==> config.mk <==
export PLATFORM = sky130hd
export DESIGN_NAME = pad_clamp_seq
export DESIGN_NICKNAME = d
export VERILOG_FILES = /design/src/rtl/pcs_pkg.sv /design/src/rtl/pcs_req_slot.sv /design/src/rtl/pcs_gap_timer.sv /design/src/rtl/pcs_step_fsm.sv /design/src/rtl/pad_clamp_seq.sv
export SDC_FILE = /design/constraint.sdc
export NUM_CORES = 1
export LEC_CHECK = 0
export BUFFER_PORTS_ARGS = -buffer_cell sky130_fd_sc_hd__buf_2
export CAP_MARGIN = 25
export CORE_ASPECT_RATIO = 0.75
export CORE_MARGIN = 4
export CORE_UTILIZATION = 40
export CTS_CLUSTER_SIZE = 40
export DETAILED_ROUTE_END_ITERATION = 10
export GPL_TIMING_DRIVEN = 0
export PLACE_DENSITY = 0.74
export SYNTH_ARGS = -nofsm -noshare
export SYNTH_HDL_FRONTEND = slang
export SYNTH_HIERARCHICAL = 1
export SYNTH_SLANG_ARGS = --single-unit
==> constraint.sdc <==
create_clock -name clk -period 3.3 [get_ports clk]
set_clock_uncertainty 0.15 [all_clocks]
set_input_delay 0.165 -clock clk [delete_from_list [all_inputs] [get_ports clk]]
set_output_delay 0.165 -clock clk [all_outputs]
set_load 0.05 [all_outputs]
==> src/rtl/pcs_pkg.sv <==
package pcs_pkg;

  // request kind handed from the request slot to the sequencer
  typedef enum logic [1:0] {
    REQ_NONE  = 2'd0,
    REQ_ON    = 2'd1,
    REQ_OFF   = 2'd2,
    REQ_FORCE = 2'd3
  } req_e;

  // sequencer phases: A waits before the middle step, B before the last
  typedef enum logic [2:0] {
    ST_IDLE = 3'd0,
    ST_UP_A = 3'd1,
    ST_UP_B = 3'd2,
    ST_DN_A = 3'd3,
    ST_DN_B = 3'd4
  } phase_e;

endpackage

==> src/rtl/pcs_req_slot.sv <==
module pcs_req_slot
  import pcs_pkg::*;
(
  input  logic clk,
  input  logic rst_n,
  input  logic en_req,
  input  logic dis_req,
  input  logic off_req,
  input  logic seq_run,
  output req_e serve,
  output logic drop_err
);

  req_e in_kind;
  req_e held_q;
  logic held_v;

  // force wins; enable and disable together cancel
  always_comb begin
    if (off_req)               in_kind = REQ_FORCE;
    else if (en_req && !dis_req) in_kind = REQ_ON;
    else if (dis_req && !en_req) in_kind = REQ_OFF;
    else                       in_kind = REQ_NONE;
  end

  always_comb begin
    serve    = REQ_NONE;
    drop_err = 1'b0;
    if (!seq_run) begin
      serve = held_v ? held_q : in_kind;
    end else if (in_kind != REQ_NONE && held_v) begin
      drop_err = 1'b1;
    end
  end

  always_ff @(posedge clk or negedge rst_n) begin
    if (!rst_n) begin
      held_v <= 1'b0;
      held_q <= REQ_NONE;
    end else if (!seq_run) begin
      // held request (if any) is served now; a new arrival takes the slot
      if (held_v) begin
        held_v <= (in_kind != REQ_NONE);
        held_q <= in_kind;
      end
    end else if (!held_v && in_kind != REQ_NONE) begin
      held_v <= 1'b1;
      held_q <= in_kind;
    end
  end

endmodule

==> src/rtl/pcs_gap_timer.sv <==
module pcs_gap_timer #(
  parameter int GAP_US = 100
) (
  input  logic clk,
  input  logic rst_n,
  input  logic clear,
  input  logic tick,
  output logic done
);

  localparam int TW = (GAP_US > 1) ? $clog2(GAP_US) : 1;
  localparam logic [TW-1:0] LAST = TW'(GAP_US - 1);

  logic [TW-1:0] ticks_q;

  assign done = tick && !clear && (ticks_q == LAST);

  always_ff @(posedge clk or negedge rst_n) begin
    if (!rst_n)              ticks_q <= '0;
    else if (clear || done)  ticks_q <= '0;
    else if (tick)           ticks_q <= ticks_q + TW'(1);
  end

endmodule

==> src/rtl/pcs_step_fsm.sv <==
module pcs_step_fsm
  import pcs_pkg::*;
#(
  parameter int CNT_W = 4
) (
  input  logic             clk,
  input  logic             rst_n,
  input  req_e             serve,
  input  logic             drop_err,
  input  logic             gap_done,
  output logic             seq_run,
  output logic             core_q,
  output logic             early_q,
  output logic             final_q,
  output logic             err_q,
  output logic [CNT_W-1:0] users_q
);

  localparam logic [CNT_W-1:0] CNT_MAX = {CNT_W{1'b1}};
  localparam logic [CNT_W-1:0] CNT_ONE = CNT_W'(1);

  phase_e           phase_q;
  logic [CNT_W-1:0] users_d;
  logic             go_up;
  logic             go_dn;
  logic             req_err;

  assign seq_run = (phase_q != ST_IDLE);

  // count decision for the request served this cycle
  always_comb begin
    users_d = users_q;
    go_up   = 1'b0;
    go_dn   = 1'b0;
    req_err = 1'b0;
    unique case (serve)
      REQ_ON: begin
        if (users_q == CNT_MAX) req_err = 1'b1;
        else begin
          users_d = users_q + CNT_ONE;
          go_up   = (users_q == '0);
        end
      end
      REQ_OFF: begin
        if (users_q == '0) req_err = 1'b1;
        else begin
          users_d = users_q - CNT_ONE;
          go_dn   = (users_q == CNT_ONE);
        end
      end
      REQ_FORCE: begin
        if (users_q != '0) begin
          users_d = '0;
          go_dn   = 1'b1;
        end
      end
      default: ;
    endcase
  end

  always_ff @(posedge clk or negedge rst_n) begin
    if (!rst_n) begin
      phase_q <= ST_IDLE;
      core_q  <= 1'b1;
      early_q <= 1'b1;
      final_q <= 1'b1;
      users_q <= '0;
      err_q   <= 1'b0;
    end else begin
      users_q <= users_d;
      err_q   <= req_err | drop_err;
      unique case (phase_q)
        ST_IDLE: begin
          if (go_up) begin
            final_q <= 1'b0;
            phase_q <= ST_UP_A;
          end else if (go_dn) begin
            core_q  <= 1'b1;
            phase_q <= ST_DN_A;
          end
        end
        ST_UP_A: if (gap_done) begin
          early_q <= 1'b0;
          phase_q <= ST_UP_B;
        end
        ST_UP_B: if (gap_done) begin
          core_q  <= 1'b0;
          phase_q <= ST_IDLE;
        end
        ST_DN_A: if (gap_done) begin
          early_q <= 1'b1;
          phase_q <= ST_DN_B;
        end
        ST_DN_B: if (gap_done) begin
          final_q <= 1'b1;
          phase_q <= ST_IDLE;
        end
        default: phase_q <= ST_IDLE;
      endcase
    end
  end

endmodule

==> src/rtl/pad_clamp_seq.sv <==
module pad_clamp_seq
  import pcs_pkg::*;
#(
  parameter int GAP_US = 100,
  parameter int CNT_W  = 4,
  parameter int WORD_W = 32
) (
  input  logic              clk,
  input  logic              rst_n,
  input  logic              tick_us,
  input  logic              en_req,
  input  logic              dis_req,
  input  logic              off_req,
  input  logic [WORD_W-1:0] word_in,
  output logic [WORD_W-1:0] word_out,
  output logic              core_down,
  output logic              clamp_early,
  output logic              clamp_final,
  output logic              busy,
  output logic              err_pulse,
  output logic [CNT_W-1:0]  use_count
);

  localparam int KEEP_W = WORD_W - 3;

  req_e serve;
  logic drop_err;
  logic seq_run;
  logic gap_done;

  pcs_req_slot u_slot (
    .clk      (clk),
    .rst_n    (rst_n),
    .en_req   (en_req),
    .dis_req  (dis_req),
    .off_req  (off_req),
    .seq_run  (seq_run),
    .serve    (serve),
    .drop_err (drop_err)
  );

  pcs_gap_timer #(.GAP_US(GAP_US)) u_gap (
    .clk   (clk),
    .rst_n (rst_n),
    .clear (!seq_run),
    .tick  (tick_us),
    .done  (gap_done)
  );

  pcs_step_fsm #(.CNT_W(CNT_W)) u_fsm (
    .clk      (clk),
    .rst_n    (rst_n),
    .serve    (serve),
    .drop_err (drop_err),
    .gap_done (gap_done),
    .seq_run  (seq_run),
    .core_q   (core_down),
    .early_q  (clamp_early),
    .final_q  (clamp_final),
    .err_q    (err_pulse),
    .users_q  (use_count)
  );

  assign busy     = seq_run;
  assign word_out = {core_down, clamp_early, clamp_final, word_in[KEEP_W-1:0]};

endmodule

==> impl_metrics.json <==
{
  "drive_gt1_share_pct": 42.86,
  "sequentialPowerShare_pct": 29.1,
  "io_pins": 79,
  "cts_tree": "built",
  "yosysTopAreaCellShare_pct": 27.23,
  "arrival_ps": 2990,
  "grt_pass1_wl_um": 5706,
  "leakagePower_nw": 0.9863,
  "path_clk_slew_ps": 80,
  "ir_worst_vdd_mv": 0.4133,
  "cp-end-kind": "register",
  "ys_types": 48,
  "cts-root-buf": "clkbuf_8",
  "yosys.cell_count.top_type": "buf_4",
  "dr.pass1.iters": 4,
  "finalHoldViolations": 0,
  "rsz0062_at_grt": "no",
  "swShare_pct": 48.30,
  "vias": 1384,
  "syn_avg_cell_area_um2": 9.241,
  "clkSinkCount": 21,
  "chipHeight_um": 63.69,
  "maxSlewHeadroom_pct": 52.11,
  "antenna_found_initial": 0,
  "die_w_um": 82.26,
  "grt_overflow": 0,
  "worstSetupPathType": "register to register",
  "fin_crit_sh_pct": 90.50,
  "placement.io_buffers": 45,
  "clockBufferDepth": 2,
  "gp_congestion": 0.7699,
  "max_cap_viol_count": 0,
  "power_frac_comb_pct": 59.3,
  "hpwl_um": 2606,
  "netlist_area_um2": 1654,
  "postRouteAntennaNets": 0,
  "initial_core_util_pct": 43.22,
  "post_drt_via_cell_ratio": 4.890,
  "rows": 19,
  "cts_buffers": 3,
  "finalSetupViolations": 0,
  "hp-class": "input port to register",
  "synthTopCellsByCount": "buf_4 (32), dfrtp_1 (18), nor2_1 (17), a21oi_1 (11)",
  "htree_num_levels": 1,
  "grt_max_degree": 22,
  "p_int_mw": 0.7721,
  "worstMarginPinSlew_ps": 716.8,
  "yosysTopAreaCell": "dfrtp_1",
  "grt_usage_pct": 13.63,
  "synthFlopType": "dfrtp_1",
  "syn_nets": 226,
  "coreArea_um2": 3827,
  "clkLatencyLatePin_ps": 260,
  "ys_ff_latch": 21,
  "fmax_ghz": 0.3349,
  "slew_viol_final": 0,
  "critPathMaxFanout": 10,
  "wirelength_um": 3326,
  "wl_per_cell_um": 11.75,
  "switching_power_mw": 0.7214,
  "setup.worst_path.start_class": "register",
  "yosysWarnings": 6,
  "synthArstFlopShare_pct": 100.0,
  "area_delta_synth_final_pct": 23.00,
  "nNetsFinal": 279,
  "seq_area_frac_synth_pct": 32.00,
  "drc": 0,
  "power.density_cell_area_nw_per_um2": 734.1,
  "antenna_cells": 0,
  "p_total_mw": 1.494,
  "synth_area_leaders": "dfrtp_1 (27%), buf_4 (15%), ha_1 (6.8%)",
  "clock_power_share_pct": 11.6,
  "synth_edf_count": 0,
  "critPathRequiredTime_ps": 3310,
  "min_period_ps": 2986,
  "outcome": "complete, no violations",
  "place_area_um2": 1944,
  "grt_pass1_vias": 1289,
  "dieArea_um2": 5239,
  "fin_area_um2": 2034,
  "setup-tns-final_ps": 0,
  "syn_inst": 179,
  "drt_iter0_drc": 49
}
[per-layer routing]
layer | wire [um] | track usage (%)
met2 | 1545 | 20.60
met3 | 240 | 4.274
met4 | 21 | 3.112
met1 | 1520 | 18.76
met5 | 0 | 0
[power by group through the flow]
stage	combinational, mW	clock (mW)	sequential (mW)
2_1_floorplan	0.574	0	0.527
3_3_place_gp	0.812	0	0.437
3_5_place_dp	0.827	0	0.440
4_1_cts	0.831	0.184	0.435
5_1_grt	0.973	0.194	0.451
6_report	0.885	0.173	0.435
[cells in the final DEF, fill, tap and decap left out, drive strengths merged, types with 3 or more instances in the layout]
master	instances
inv	9
a221oi	4
nand2	6
a211oi	3
a21oi	12
nor2	17
clkbuf	4
nand3b	3
buf	82
nand2b	5
dfstp	3
ha	9
o21ai	8
nand3	5
nor2b	3
nor3b	4
dfrtp	18
[state kept, by name (all words and copies together), names as in the netlist]
| name | cells |
|---|---|
| u_fsm/phase_q | 3 |
| u_gap/ticks_q | 7 |
| u_fsm/core_q | 1 |
| u_fsm/err_q | 1 |
| u_fsm/early_q | 1 |
| u_slot/held_v | 1 |
| u_fsm/users_q | 4 |
| u_slot/held_q | 2 |
| u_fsm/final_q | 1 |
[through the flow]
| stage | util (%) | hold slack, ps | instances | worst slack, ps |
|---|---|---|---|---|
| finish | 53.15 | 26.99 | 283 | 313.6 |
| global route | 53.15 | 42.79 | 283 | 123.7 |
| CTS | 52.27 | 22.48 | 281 | 84.42 |
| detailed placement | 50.80 | 1.411 | 276 | 94.07 |
| global placement | 50.80 | 5.949 | 276 | 167.2 |
| floorplan | - | -280.6 | 179 | 199.2 |
[worst max-delay path, stage by stage, from the launching register on]
cell       delay, ps
dfrtp_1          440
or3_1            570
a221oi_2         320
inv_1            110
ha_1             230
and4_1           250
a2111oi_4        320
buf_4            210
o21ai_2           60
a22o_1           220
[what timing repair did]
| item | CTS | global route |
|---|---|---|
| hold buffers | 1 | 0 |
| setup endpoints to repair | 0 | 3 |
| hold endpoints to repair | 18 | 0 |
| gates resized for setup | 0 | 1 |
| buffers inserted | 0 | 2 |
[worst paths after layout]
path,to,cells after the start,from,slack (ps)
worst max-delay path,u_fsm/users_q[3],9,u_fsm/phase_q[1],310
worst min-delay path,u_gap/ticks_q[0],3,tick_us,30
worst max register to register,u_fsm/users_q[3],9,u_fsm/phase_q[1],310
worst min register to register,u_fsm/early_q,2,u_fsm/early_q,340
max in group asynchronous,u_fsm/final_q,2,rst_n,2420
min in group asynchronous,u_gap/ticks_q[5],2,rst_n,230
[cell type report]
cell class,count,area [um^2]
inverter,9,33.78
timing repair buffer,48,262.8
multi-input combinational,113,819.5
tap,52,65.06
clock buffer,3,41.29
clock inverter,1,5.005
sequential,21,529.3
buffer,36,277.8
fill,374,1793
[logic make-up (layout without fill, tap and decap cells)]
kind of cell             Yosys count  in the layout  share of synthesized area, %
XOR/XNOR                           4              4                         2.118
adder cells (fa/ha/maj)            9              9                         6.808
AND/OR/NAND/NOR                   59             59                         21.41
AO/OA/AOI/OAI                     39             39                         17.63
flip-flops                        21             21                         32.00
buffers and inverters             45             97                         18.83
multiplexers                       2              2                         1.210
No activity file was read; power rests on OpenSTA's default activity.
